[src/rtl/sys_cfg_bank.sv]
module sys_cfg_bank #(
  parameter int DATA_W = 32,
  parameter int ADDR_W = 8,
  parameter int LINES  = 16,
  parameter int PORTS  = 8,
  parameter int SEL_W  = 4
) (
  input  logic                     clk,
  input  logic                     rst_n,
  input  logic                     wr_en,
  input  logic [ADDR_W-1:0]        addr,
  input  logic [DATA_W-1:0]        wdata,
  output logic [DATA_W-1:0]        rdata,
  input  logic [PORTS*LINES-1:0]   pin_in,
  output logic [LINES-1:0]         irq_line
);

  localparam int IDX_W    = ADDR_W - 2;
  localparam int FPR      = 4;
  localparam int SEL_REGS = LINES / FPR;
  localparam int SELR_W   = FPR * SEL_W;
  localparam int SIX_W    = (SEL_REGS > 1) ? $clog2(SEL_REGS) : 1;
  localparam int PIX_W    = (PORTS > 1) ? $clog2(PORTS) : 1;
  localparam int N_SOFT   = 4;

  localparam logic [IDX_W-1:0] IX_REMAP = IDX_W'(0);
  localparam logic [IDX_W-1:0] IX_CFG1  = IDX_W'(1);
  localparam logic [IDX_W-1:0] IX_SEL0  = IDX_W'(2);
  localparam logic [IDX_W-1:0] IX_STAT  = IDX_W'(2 + SEL_REGS);
  localparam logic [IDX_W-1:0] IX_CFG2  = IDX_W'(3 + SEL_REGS);
  localparam logic [IDX_W-1:0] IX_SWP1  = IDX_W'(4 + SEL_REGS);
  localparam logic [IDX_W-1:0] IX_KEY   = IDX_W'(5 + SEL_REGS);
  localparam logic [IDX_W-1:0] IX_SWP2  = IDX_W'(6 + SEL_REGS);

  localparam logic [DATA_W-1:0] REMAP_M  = DATA_W'(32'h0000_0107);
  localparam logic [DATA_W-1:0] CFG1_RW  = DATA_W'(32'hFCFF_0100);
  localparam logic [DATA_W-1:0] CFG1_RST = DATA_W'(32'h7C00_0001);
  localparam logic [DATA_W-1:0] KEY_M    = DATA_W'(32'h0000_00FF);

  logic [IDX_W-1:0]    idx;
  logic                addr_ok;
  logic                wr_hit;
  logic [DATA_W-1:0]   remap_q, cfg1_q, swp1_q, swp2_q, key_q;
  logic [N_SOFT-1:0]   cfg2_q;
  logic [SELR_W-1:0]   sel_q [SEL_REGS];
  logic [SIX_W-1:0]    sel_pick;

  assign idx      = addr[ADDR_W-1:2];
  assign addr_ok  = (addr[1:0] == 2'b00) && (idx <= IX_SWP2);
  assign wr_hit   = wr_en && addr_ok;
  assign sel_pick = SIX_W'(idx - IX_SEL0);

  always_ff @(posedge clk) begin
    if (!rst_n) begin
      remap_q <= '0;
      cfg1_q  <= CFG1_RST;
      cfg2_q  <= '0;
      swp1_q  <= '0;
      swp2_q  <= '0;
      key_q   <= '0;
    end else if (wr_hit) begin
      case (idx)
        IX_REMAP: remap_q <= wdata & REMAP_M;
        IX_CFG1:  cfg1_q  <= (wdata & CFG1_RW) | DATA_W'(cfg1_q[0] & wdata[0]);
        IX_CFG2:  cfg2_q  <= cfg2_q | wdata[N_SOFT-1:0];
        IX_SWP1:  swp1_q  <= swp1_q | wdata;
        IX_KEY:   key_q   <= wdata & KEY_M;
        IX_SWP2:  swp2_q  <= swp2_q | wdata;
        default: ;
      endcase
    end
  end

  for (genvar k = 0; k < SEL_REGS; k++) begin : g_sel
    always_ff @(posedge clk) begin
      if (!rst_n)
        sel_q[k] <= '0;
      else if (wr_hit && idx == IX_SEL0 + IDX_W'(k))
        sel_q[k] <= wdata[SELR_W-1:0];
    end
  end

  always_comb begin
    rdata = '0;
    if (addr_ok) begin
      case (idx)
        IX_REMAP: rdata = remap_q;
        IX_CFG1:  rdata = cfg1_q;
        IX_STAT:  rdata = '0;
        IX_CFG2:  rdata = DATA_W'(cfg2_q);
        IX_SWP1:  rdata = swp1_q;
        IX_KEY:   rdata = key_q;
        IX_SWP2:  rdata = swp2_q;
        default:  rdata = DATA_W'(sel_q[sel_pick]);
      endcase
    end
  end

  for (genvar n = 0; n < LINES; n++) begin : g_line
    logic [SEL_W-1:0] code;
    logic [PORTS-1:0] col;
    assign code = sel_q[n / FPR][SEL_W*(n % FPR) +: SEL_W];
    for (genvar p = 0; p < PORTS; p++) begin : g_col
      assign col[p] = pin_in[p*LINES + n];
    end
    assign irq_line[n] = ({1'b0, code} < (SEL_W+1)'(PORTS)) ? col[PIX_W'(code)] : 1'b0;


    bad_code_low_chk: assert property (@(posedge clk) disable iff (!rst_n)
      ({1'b0, code} >= (SEL_W+1)'(PORTS)) |-> !irq_line[n]);
  end


  clr_only_hold_chk: assert property (@(posedge clk) disable iff (!rst_n)
    !cfg1_q[0] |=> !cfg1_q[0]);


  cfg2_sticky_chk: assert property (@(posedge clk) disable iff (!rst_n)
    1'b1 |=> ((~cfg2_q & $past(cfg2_q)) == '0));


  swp1_sticky_chk: assert property (@(posedge clk) disable iff (!rst_n)
    1'b1 |=> ((~swp1_q & $past(swp1_q)) == '0));


  swp2_sticky_chk: assert property (@(posedge clk) disable iff (!rst_n)
    1'b1 |=> ((~swp2_q & $past(swp2_q)) == '0));


  cfg1_fixed_chk: assert property (@(posedge clk) disable iff (!rst_n)
    (addr_ok && idx == IX_CFG1) |-> (rdata[25:24] == 2'b00));


  bad_addr_rd_chk: assert property (@(posedge clk) disable iff (!rst_n)
    !addr_ok |-> (rdata == '0));

endmodule

[config.mk]
export PLATFORM = sky130hd
export DESIGN_NAME = sys_cfg_bank
export DESIGN_NICKNAME = d
export VERILOG_FILES = /design/src/rtl/sys_cfg_bank.sv
export SDC_FILE = /design/constraint.sdc
export NUM_CORES = 1
export LEC_CHECK = 0
export BUFFER_PORTS_ARGS = -buffer_cell sky130_fd_sc_hd__buf_2
export CAP_MARGIN = 20
export CORE_MARGIN = 1
export CORE_UTILIZATION = 49
export CTS_BUF_LIST = sky130_fd_sc_hd__clkbuf_8
export CTS_CLUSTER_SIZE = 40
export DETAILED_ROUTE_END_ITERATION = 8
export PLACE_DENSITY = 0.79
export SETUP_SLACK_MARGIN = 0.4
export SYNTH_ARGS = -nofsm -noshare
export SYNTH_HDL_FRONTEND = slang
export SYNTH_SLANG_ARGS = --single-unit
export TNS_END_PERCENT = 30
[constraint.sdc]
create_clock -name clk -period 2.9 [get_ports clk]
set_clock_uncertainty 0.1 [all_clocks]
set_input_delay 0.29 -clock clk [delete_from_list [all_inputs] [get_ports clk]]
set_output_delay 0.29 -clock clk [all_outputs]
set_load 0.1 [all_outputs]
### Word-level counts from Yosys, hierarchy flattened

Memory sizes are Yosys's and may differ from the RTL's.
Index checks and enable logic that the tools add are counted.
Widths: inputs -> output; s select.

| word-level totals | value |
|---|---|
| memories | 1 |
| RAM bits | 64 |
| flip-flop bits (word level) | 112 |
| bits of input ports | 171 |
| output and inout port bits | 48 |

| operators by class | value |
|---|---|
| reduce and logical (&&, ||, !) cells | 14 |
| bitwise logic cells | 9 |
| equality and inequality tests | 10 |
| $add $sub $neg | 1 |
| $lt $le $gt $ge | 33 |
| mux-type cells | 67 |

Memories:

| memory | words | width | rd ports | clocked after Yosys merged registers in | write ports | RTL line | RTL |
|---|---|---|---|---|---|---|---|
| sel_q | 4 | 16 | 5 | 0 | 4 | 45 | `logic [SELR_W-1:0] sel_q [SEL_REGS];` |

Operator list:

| kind | number |
|---|---|
| $pmux 32 s7 | 1 |
| $lt 3x4->1 const B | 16 |
| $lt 4x4->1 const B | 16 |
| $mux 16 | 4 |
| $or 32x32->32 | 2 |
| $bmux 1 s3 | 16 |
| $mux 1 | 45 |
| $mux 32 | 1 |
| $or 32x1->32 | 1 |
| $eq 6x3->1 const B | 4 |
| $eq 6x4->1 const B | 3 |
| $eq 6x2->1 const B | 2 |
| $reduce_and 2->1 | 6 |
| $eq 6x1->1 const B | 1 |
| $le 6x4->1 const B | 1 |
| $logic_and 1x1->1 | 6 |
| $logic_not 6->1 | 1 |
| $or 1x1->1 | 4 |
| $or 4x4->4 | 1 |
| $logic_not 2->1 | 1 |
| $sub 2x2->2 const B | 1 |
| $and 1x1->1 | 1 |

### Logic depth before layout (Yosys ltp)

Gate-level depths: netlist of run 1.

| depth | value |
|---|---|
| word-level depth | 8 |
| gate-level depth with buffers | 9 |
| depth with buffers taken out | 5 |

### Worst setup path before layout of run 1

OpenSTA, ideal clock, no wires.

| timing path | value |
|---|---|
| kind | input to output |
| start | input port addr[7] |
| end | output port rdata[1] |
| setup slack | -1.252 ns |
| arrival time | 3.762 ns |
| buffers on the path | 1 |
| stages on the path | 5 |
| path through | or4b_1 clkbuf_1 nor3_4 a21oi_1 a311oi_1 |

| on the way | value |
|---|---|
| cells in the longest elaborated chain, start to end | 3 |
| elaborated cells on any way between the ends | 11 |

RTL lines:

| what | RTL line | RTL |
|---|---|---|
| from (decl) | 11 | `input logic [ADDR_W-1:0] addr,` |
| $le 6x4->1, or another cell as far along | 49 | `assign addr_ok = (addr[1:0] == 2'b00) && (idx <= IX_SWP2);` |
| $logic_and 1x1->1 / $pmux 32 s7 (equally long branches) | 49, 86 |  |
| $mux 32 * | 85 | `if (addr_ok) begin` |
| to (decl) | 13 | `output logic [DATA_W-1:0] rdata,` |

Mark *: on every way between the ends. The rest lies on a longest branch, timed or not.

==> impl_metrics.csv, run 1 <==
group,metric,value,unit
outcome,status,"finished, final reports clean",
cts,cts_sinks,160,
cts,cts.clk_slew.worst_paths,80,ps
pwr,p_total,0.00489,W
synth,syn_area,7880,um^2
final_layout,layout.nets,1125,
timing,fin_crit,2480,ps
route,routed_via_density,5.69,
grt,grt_pass1_vias,6614,
pwr,p_per_area,454,nW/um^2
timing,rsz0062_at_grt,"true",
floorplanning,initial_core_util,51.1,%
placement,dp_hpwl,16000,um
floorplanning,ios,219,
final_layout,num-fill-cells,1161,
route,wl,22400,um
timing,finalHoldViolCount,0,
setup_path,endpoint_kind,"output pin",
grt,grt_pass1_wl,34200,um
synth,synthCells,708,
placement,port-buffer-count,218,
final_layout,num_antenna_cells,0,
setup_path,cp.buffers_inverters,1,
timing,finalSetupTns,0,ps
synth,synth_top_area_share,24.4,%
grt,overflow,0,
flow_run,cap_violations,0,
timing,timing.slew.headroom,25.8,%
grt,grt_use_total,27.4,%
setup_path,endpoint,"rdata[11]",
cts,clockBufferDepth,2,
worst_hold_path,min_path_type,"input pin to flip-flop",
synth,synthTopCellsByArea,"dfxtp_1 24%, edfxtp_1 24%, mux4_2 14%",
final_layout,drive_above_1_share,40.6,%
setup_path,path_cells,"mux4_2 > a222oi_1 > nor2_2 > buf_12",
route,via_count,6705,
synth,synth_cell_types,36,
setup_path,cpPeakStageDelay,500,ps
synth,yosysTopAreaCell,"dfxtp_1",
synth,ys_ff_latch,160,
timing,setup_viol,0,
cts,cts_tree,"done",
synth,seq_area_frac_synth,48.8,%
setup_path,cp.required,2510,ps
floorplanning,fp.dieH,129,um
floorplanning,core_area,15400,um^2
pwr,p_leak,4.08,nW
route,wl_per_cell,19.0,um
cts,ctsHtreeMaxLevel,4,
setup_path,cp.arrival,2090,ps
setup_path,cp.depth,4,
cts,cts_root_buffer,"clkbuf_8",
placement,dp.cells,1123,
timing,timing.hold.ws,53.9,ps
setup_path,crit_family,"multiplexers",
timing,worst_slew_pin_slew,1110,ps
synth,postSynthAreaPerCell,11.1,um^2
timing,slew_violations,0,
route,route.detailed.drc,0,
grt,antenna_found_initial,0,
setup_path,crit_start,"sel_q[0][11]$_SDFFCE_PN0P_",
floorplanning,die_w,129,um
route,ant_nets,0,
final_layout,final_cells,1178,
timing,period_share,85.6,%
setup_path,r2r_slack,2120,ps
cts,cts_buffers,17,
floorplanning,rows,45,
setup_path,r2r_end,"remap_q[2]$_SDFFE_PN0P_",
floorplanning,die_area,16600,um^2
setup_path,start_kind,"flip-flop",
synth,syn_nets,879,
grt,grt_max_degree,102,
setup_path,reg2reg_depth,2,
placement,gpl.final_weighted_congestion,0.864,
setup_path,r2r_start,"remap_q[2]$_SDFFE_PN0P_",
final_layout,syn2layout_area_growth,36.7,%
cts,clkLatencyLatePin,440,ps
timing,maxClockFrequency,403,MHz
setup_path,path_max_fanout,2,
pwr,peakVddDrop,0.357,mV
final_layout,final_area,10800,um^2
route,drtIter0Drc,542,
setup_path,critPathSlowestCell,"mux4_2",
setup_path,crit_type,"flip-flop to output pin",
route,first_pass_iters,5,
placement,postPlaceCellArea,10100,um^2
synth,yosysWarningCount,0,
[metrics by stage]
step	worst slack, ps	util, %
after global routing	344	69.8
after detailed placement	315	65.5
after global placement	379	65.5
after CTS	375	69.2
final	418	69.8
after floorplan	26.1	-
[layout make-up]
class                      instances  area, um^2  share of cell area (%)
tap                              211         264                    2.45
multi-input combinational        499        4160                    38.6
clock inverter                    14         174                    1.61
timing repair buffer             276        2080                    19.4
sequential                       160        3840                    35.7
clock buffer                      18         248                    2.30
[tightest hold or removal path: cells and delay by family]
| kind | cells | cell delay [ps] |
|---|---|---|
| compound gates | 1 | 50 |
| simple gates | 1 | 70 |
| buf+inv | 1 | 150 |
[worst min path at each step]
stage,from,to,slack [ps],depth (start not counted)
floorplan,wdata[26],cfg1_q[26]$_SDFFE_PN1P_,310,2
global placement,cfg1_q[18]$_SDFFE_PN0P_,cfg1_q[18]$_SDFFE_PN0P_,340,2
detailed placement,cfg1_q[16]$_SDFFE_PN0P_,cfg1_q[16]$_SDFFE_PN0P_,350,2
CTS,wdata[24],swp2_q[24]$_SDFFE_PN0P_,4,3
global route,wdata[8],cfg1_q[8]$_SDFFE_PN0P_,50,3
finish,wdata[8],cfg1_q[8]$_SDFFE_PN0P_,50,3
[power breakdown]
part	internal, W	total, W	switching [W]
Combinational	0.000311	0.000728	0.000417
Clock	0.000944	0.00174	0.000793
Sequential	0.00238	0.00243	0.0000459
[logic make-up after synthesis]
kind of cell | after synthesis | share of synthesized area [%]
AO/OA/AOI/OAI | 138 | 11.3
flip-flops | 160 | 48.8
multiplexers | 80 | 17.8
buffers and inverters | 49 | 2.73
AND/OR/NAND/NOR | 281 | 19.3
[repair_timing]
item                                   CTS  global route
setup endpoints to repair                5            32
setup buffers                            0             8
hold buffers                            15             0
endpoints found under the hold margin   18             0
gates resized for setup                  0            10
pin swaps                                1             7
[layout by cell type (no fill, tap or decap), drive strengths merged, types with 3 or more instances in the layout]
cell type	synthesis	layout
clkinv	0	6
mux2i	32	32
a22oi	10	10
nor4	3	3
a21oi	70	70
bufinv	0	4
a21boi	14	14
nor3	9	9
dlygate4sd3	0	15
edfxtp	64	64
nand2	52	52
buf	19	260
a22o	5	5
nor2	55	55
and2	70	70
o21ai	12	12
mux4	48	48
dfxtp	96	96
a222oi	21	21
nand3	10	10
nor2b	74	74
clkbuf	30	19
[state kept, by name, indices dropped and copies added (netlist names)]
signal,flops
swp1_q,32
swp2_q,32
cfg1_q,16
cfg2_q,4
sel_q,64
key_q,8
remap_q,4
[routing by layer]
layer / vias to the layer above / part of all wire [%] / global-route usage [%]
met3: 23 / 7.6 / 5.65
li1: 3093 / - / -
met5: - / 0 / 0
met4: 0 / 1.2 / 6.71
met2: 331 / 53 / 50.9
met1: 3258 / 38 / 32.2
[cell usage after synthesis]
cell type,instances
dfxtp_1,96
nor2b_1,74
a21oi_1,70
and2_1,69
edfxtp_1,64
nor2_1,55
nand2_1,52
mux4_2,48
mux2i_1,32
clkbuf_1,30
a222oi_1,21
buf_2,16
a21boi_1,10
a22oi_1,10
nand3_1,10
o21ai_0,10
a22o_1,5
a21boi_0,4
nor3_1,4
nor3_2,4
buf_4,3
a211oi_1,2
a311oi_1,2
nand2b_1,2
nor4_1,2
o21ai_1,2
or4_1,2
a221oi_1,1
and2_0,1
nand4b_1,1
nor3_4,1
nor4_2,1
nor4b_1,1
nor4b_2,1
o21a_1,1
or4b_1,1
No activity file was read; power rests on OpenSTA's default activity.
==> run 2, diff against run 1 <==
- CELL_PAD_IN_SITES_DETAIL_PLACEMENT: not set -> 1
- CELL_PAD_IN_SITES_GLOBAL_PLACEMENT: not set -> 2
- CORE_UTILIZATION: 49 -> 31
- PLACE_DENSITY: 0.79 -> not set
- PLACE_DENSITY_LB_ADDON: not set -> 0.1
==> run 2 against run 1 <==
  * Flip-flop and latch count stayed put
  * Count of clock-buffer cells in the layout stayed put
  * Combinational power is 3.7% higher
  * Total power is 0.30% higher
  * Final cell count is 10% higher
  * Via count is 0.69% higher
  * First-iteration DRC count is 35% lower
  * Critical endpoint is now rdata[14]
  * Largest power group unchanged
==> impl_metrics.csv, run 2 (synthesis gave the netlist of run 1 again) <==
group,metric,value,unit
floorplanning,die_w,161,um
grt,grt_use_total,21.0,%
pwr,netSwitchingPower,0.00133,W
grt,grt_pass1_vias,7313,
pwr,p_comb_share,15.4,%
grt,use_met2,36.9,%
floorplanning,initial_core_util,32.0,%
route,ant_nets,0,
final_layout,largest_reg_flops,64,
pwr,clkPwrFrac,35.1,%
grt,busiest_layer,"met2",
outcome,status,"finished, final reports clean",
timing,timing.hold.ws,23.5,ps
flow_run,cap_violations,0,
setup_path,start_kind,"flip-flop",
grt,grt_pass1_wl,41400,um
cts,cts_tree,"done",
final_layout,mostFrequentLayoutCell,"buf_2",
route,routed_via_density,5.19,
floorplanning,core_area,24600,um^2
route,wl_per_cell,20.9,um
timing,fin_crit,2520,ps
timing,worst_slew_pin_slew,987,ps
timing,finalSetupTns,0,ps
setup_path,cpPeakStageDelay,540,ps
cts,ctsHtreeMaxLevel,4,
floorplanning,die_area,26100,um^2
placement,gpl.final_weighted_congestion,0.839,
floorplanning,ios,219,
pwr,switching_share,27.1,%
cts,clkLatencyLatePin,450,ps
final_layout,layout_common_cells,"180 x buf_2, 96 x dfxtp_1, 74 x nor2b_1",
cts,clockBufferDepth,2,
final_layout,regMostFlops,"sel_q",
floorplanning,rows,57,
final_layout,num_antenna_cells,0,
cts,cts.clk_slew.worst_paths,80,ps
setup_path,cp.depth,4,
route,via_count,6751,
setup_path,path_cells,"mux4_2 > a222oi_1 > nor2_4 > buf_12",
pwr,p_leak,4.14,nW
floorplanning,fp.dieH,161,um
setup_path,reg2reg_depth,2,
grt,overflow,0,
timing,timing.slew.headroom,33.8,%
setup_path,crit_type,"flip-flop to output pin",
grt,grt_util_met3,3.54,%
cts,cts_sinks,160,
timing,slew_violations,0,
timing,finalHoldViolCount,0,
setup_path,cp.buffers_inverters,1,
timing,rsz0062_at_grt,"true",
timing,period_share,87.0,%
setup_path,cp.required,2510,ps
final_layout,layout.nets,1136,
setup_path,endpoint_kind,"output pin",
worst_hold_path,min_path_type,"input pin to flip-flop",
cts,cts_buffers,17,
timing,setup_viol,0,
timing,maxClockFrequency,396,MHz
pwr,peakVddDrop,0.283,mV
final_layout,drive_above_1_share,41.8,%
grt,met1_usage,26.1,%
worst_hold_path,min_path_cells,3,
route,route.detailed.drc,0,
setup_path,crit_family,"compound AO/OA/AOI/OAI gates",
grt,antenna_found_initial,0,
placement,dp_hpwl,19900,um
cts,cts_root_buffer,"clkbuf_8",
final_layout,top_regs,"sel_q x64, swp1_q x32, swp2_q x32",
setup_path,critPathSlowestCell,"a222oi_1",
pwr,seq_power_share,49.5,%
route,wl,27200,um
route,drtIter0Drc,352,
pwr,p_int,0.00358,W
final_layout,syn2layout_area_growth,40.3,%
setup_path,cp.arrival,2130,ps
pwr,p_per_area,444,nW/um^2
route,first_pass_iters,8,
setup_path,path_max_fanout,2,
placement,port-buffer-count,218,
grt,grt_max_degree,102,
[run 2: cell count changes in the layout (fill, tap and decap cells not counted), sizes merged]
cell / before / now
clkinvlp: 2 / 1
bufinv: 4 / 3
clkinv: 6 / 7
buf: 260 / 270
clkbuf: 19 / 20
[run 2: final cells by class]
| type | count | area (um^2) |
|---|---|---|
| tap | 324 | 405 |
| multi-input combinational | 499 | 4180 |
| fill | 2691 | 13600 |
| clock inverter | 13 | 161 |
| timing repair buffer | 287 | 2220 |
| sequential | 160 | 3840 |
| clock buffer | 18 | 248 |
[run 2: power groups by stage]
stage          Clock [W]  Sequential (W)  Combinational (W)
2_1_floorplan          0         0.00246           0.000454
3_3_place_gp           0         0.00248           0.000701
3_5_place_dp           0         0.00249           0.000714
4_1_cts          0.00176         0.00243           0.000734
5_1_grt          0.00185         0.00244           0.000797
6_report         0.00172         0.00243           0.000755
[run 2: per-stage QoR]
stage / cell area [um^2] / std cells / setup WS [ps] / total power [W] / util [%]
after detailed placement: 10300 / 1237 / 219 / 0.00320 / 41.7
after global placement: 10300 / 1237 / 236 / 0.00318 / 41.7
after CTS: 10800 / 1284 / 320 / 0.00493 / 44.0
after global routing: 11000 / 1301 / 281 / 0.00508 / 44.9
after floorplan: 8210 / 708 / 26.1 / 0.00292 / -
final: 11000 / 1301 / 377 / 0.00491 / 44.9
[run 2: tightest hold or removal path, delay by kind of cell]
kind | cells | cell delay (ps)
simple gates | 1 | 60
compound gates | 1 | 50
buf+inv | 1 | 120
[run 2: path summary, 6_finish.rpt]
check,startpoint,end,slack [ps]
max,sel_q[0][14]$_SDFFCE_PN0P_,rdata[14],380
min,wdata[22],cfg1_q[22]$_SDFFE_PN0P_,20
max reg2reg,key_q[1]$_SDFFE_PN0P_,key_q[1]$_SDFFE_PN0P_,2140
min reg2reg,cfg1_q[21]$_SDFFE_PN0P_,cfg1_q[21]$_SDFFE_PN0P_,370
[run 2: per-layer routing]
metal / up-vias / wire (um)
met4: 0 / 537
met1: 3403 / 11900
li1: 3121 / -
met2: 199 / 13600
met5: - / 0
met3: 28 / 1150
[run 2: what timing repair did]
| action | in CTS | in global routing |
|---|---|---|
| hold buffers | 14 | 1 |
| gates resized for setup | 4 | 21 |
| setup endpoints to repair | 26 | 28 |
| pin swaps | 1 | 13 |
| gates cloned | 0 | 1 |
| buffers inserted | 2 | 14 |
| hold endpoints to repair | 22 | 1 |
==> run 3, diff against run 2 <==
- PLACE_DENSITY: not set -> 0.88
- PLACE_DENSITY_LB_ADDON: 0.1 -> not set
==> run 3 against run 2 <==
  * Maximum frequency grew 0.77%
  * Total power grew 3.1%
  * First-iteration DRC count grew 34%
  * Sequential power is essentially flat
  * Global-route usage grew 0.11 points
  * Routed wire length grew 1.0%
  * Largest power group unchanged
  * Highest routed layer unchanged
  * Flip-flop and latch count is the same
==> impl_metrics.csv, run 3 (synthesis gave the netlist of run 1 again) <==
group,metric,value,unit
floorplanning,die_area,26100,um^2
route,routed_via_density,5.25,
setup_path,path_max_fanout,7,
timing,maxClockFrequency,399,MHz
timing,timing.hold.ws,74.6,ps
route,route.detailed.drc,0,
setup_path,r2r_slack,2080,ps
grt,antenna_found_initial,1,
timing,slew_violations,0,
pwr,p_leak,4.16,nW
final_layout,syn2layout_area_growth,40.7,%
cts,clkLatencyLatePin,450,ps
grt,grt_pass1_wl,41800,um
final_layout,final_area,11100,um^2
pwr,peakVddDrop,0.219,mV
timing,finalHoldViolCount,0,
cts,cts_root_buffer,"clkbuf_8",
pwr,p_per_area,456,nW/um^2
timing,rsz0062_at_grt,"true",
placement,port-buffer-count,218,
floorplanning,die_w,161,um
pwr,p_total,0.00506,W
timing,worst_slew_pin_slew,1070,ps
route,first_pass_iters,5,
setup_path,cp.arrival,2110,ps
timing,finalSetupTns,0,ps
cts,clockBufferDepth,2,
timing,timing.slew.headroom,28.2,%
cts,cts_buffers,17,
final_layout,top_regs,"sel_q x64, swp1_q x32, swp2_q x32",
setup_path,cp.required,2510,ps
final_layout,regMostFlops,"sel_q",
cts,ctsHtreeMaxLevel,4,
route,wl_per_cell,21.1,um
final_layout,mostFrequentLayoutCell,"buf_2",
floorplanning,fp.dieH,161,um
cts,cts_tree,"done",
final_layout,layout_common_cells,"180 x buf_2, 96 x dfxtp_1, 74 x nor2b_1",
floorplanning,rows,57,
final_layout,layout.nets,1137,
final_layout,largest_reg_flops,64,
placement,dp.cells,1236,
timing,fin_crit,2500,ps
setup_path,reg2reg_depth,2,
final_layout,num-fill-cells,2713,
floorplanning,ios,219,
route,wl,27500,um
grt,grt_pass1_vias,7437,
timing,setup_viol,0,
flow_run,cap_violations,0,
setup_path,endpoint_kind,"output pin",
outcome,status,"finished, final reports clean",
floorplanning,core_area,24600,um^2
final_layout,final_cells,1304,
grt,grt_max_degree,102,
final_layout,drive_above_1_share,41.8,%
placement,dp_hpwl,19700,um
setup_path,start_kind,"input pin",
placement,postPlaceCellArea,10300,um^2
worst_hold_path,min_path_type,"input pin to flip-flop",
placement,gpl.final_weighted_congestion,0.814,
cts,cts_sinks,160,
grt,overflow,0,
setup_path,crit_type,"input pin to output pin",
route,drtIter0Drc,472,
route,via_count,6842,
grt,grt_use_total,21.1,%
route,ant_nets,0,
floorplanning,initial_core_util,32.0,%
timing,period_share,86.3,%
worst_hold_path,min_path_cells,3,
cts,cts.clk_slew.worst_paths,90,ps
run 3: changes by cell type in the layout (fill, tap and decap cells not counted), sizes merged:
cell	change
bufinv	+1
clkinv	-2
dlygate4sd3	+1
clkinvlp	-1
diode	+1
inv	+2
buf	+1
run 3: metrics by stage:
step	utilization, %	setup WS [ps]
after CTS	44.2	348
after global placement	41.7	294
after detailed placement	41.7	245
final	45.1	396
after floorplan	-	26.1
after global routing	45.1	347
run 3: final cells by class:
cell class | count | area [um^2] | area share [%]
clock inverter | 13 | 185 | 1.67
antenna | 1 | 2.50 | 0.0226
multi-input combinational | 499 | 4180 | 37.7
clock buffer | 19 | 262 | 2.36
tap | 324 | 405 | 3.66
sequential | 160 | 3840 | 34.7
timing repair buffer | 288 | 2200 | 19.9
run 3: critical path, stage by stage:
cell and delay, ps:
buf_4 150, or4b_4 600, nor3_4 210, buf_4 160, a21oi_2 70, a311oi_4 390, buf_12 230
run 3: worst paths after layout:
check	from	to
setup / recovery	addr[7]	rdata[2]
hold / removal	wdata[9]	swp2_q[9]$_SDFFE_PN0P_
setup reg to reg	key_q[5]$_SDFFE_PN0P_	key_q[5]$_SDFFE_PN0P_
hold reg to reg	cfg1_q[20]$_SDFFE_PN0P_	cfg1_q[20]$_SDFFE_PN0P_
run 3: where the power goes:
part | internal (W) | switching, W | leakage, nW
combinational | 0.000327 | 0.000440 | 2.55
sequential | 0.00238 | 0.0000506 | 1.38
clock | 0.000989 | 0.000875 | 0.233
run 3: routing by layer:
layer	GRT usage, %	vias to the layer above	wire (um)
met1	26.1	3436	11500
met5	0	-	0
met4	7.72	0	590
li1	-	3123	-
met3	3.90	44	1580
met2	36.7	239	13800
run 3: timing repair:
action	4_1_cts	5_1_grt
resized for setup	4	18
hold buffers	16	0
setup buffers	0	18
endpoints found under the setup margin	24	24
pin swaps	4	12
hold endpoints to repair	28	0
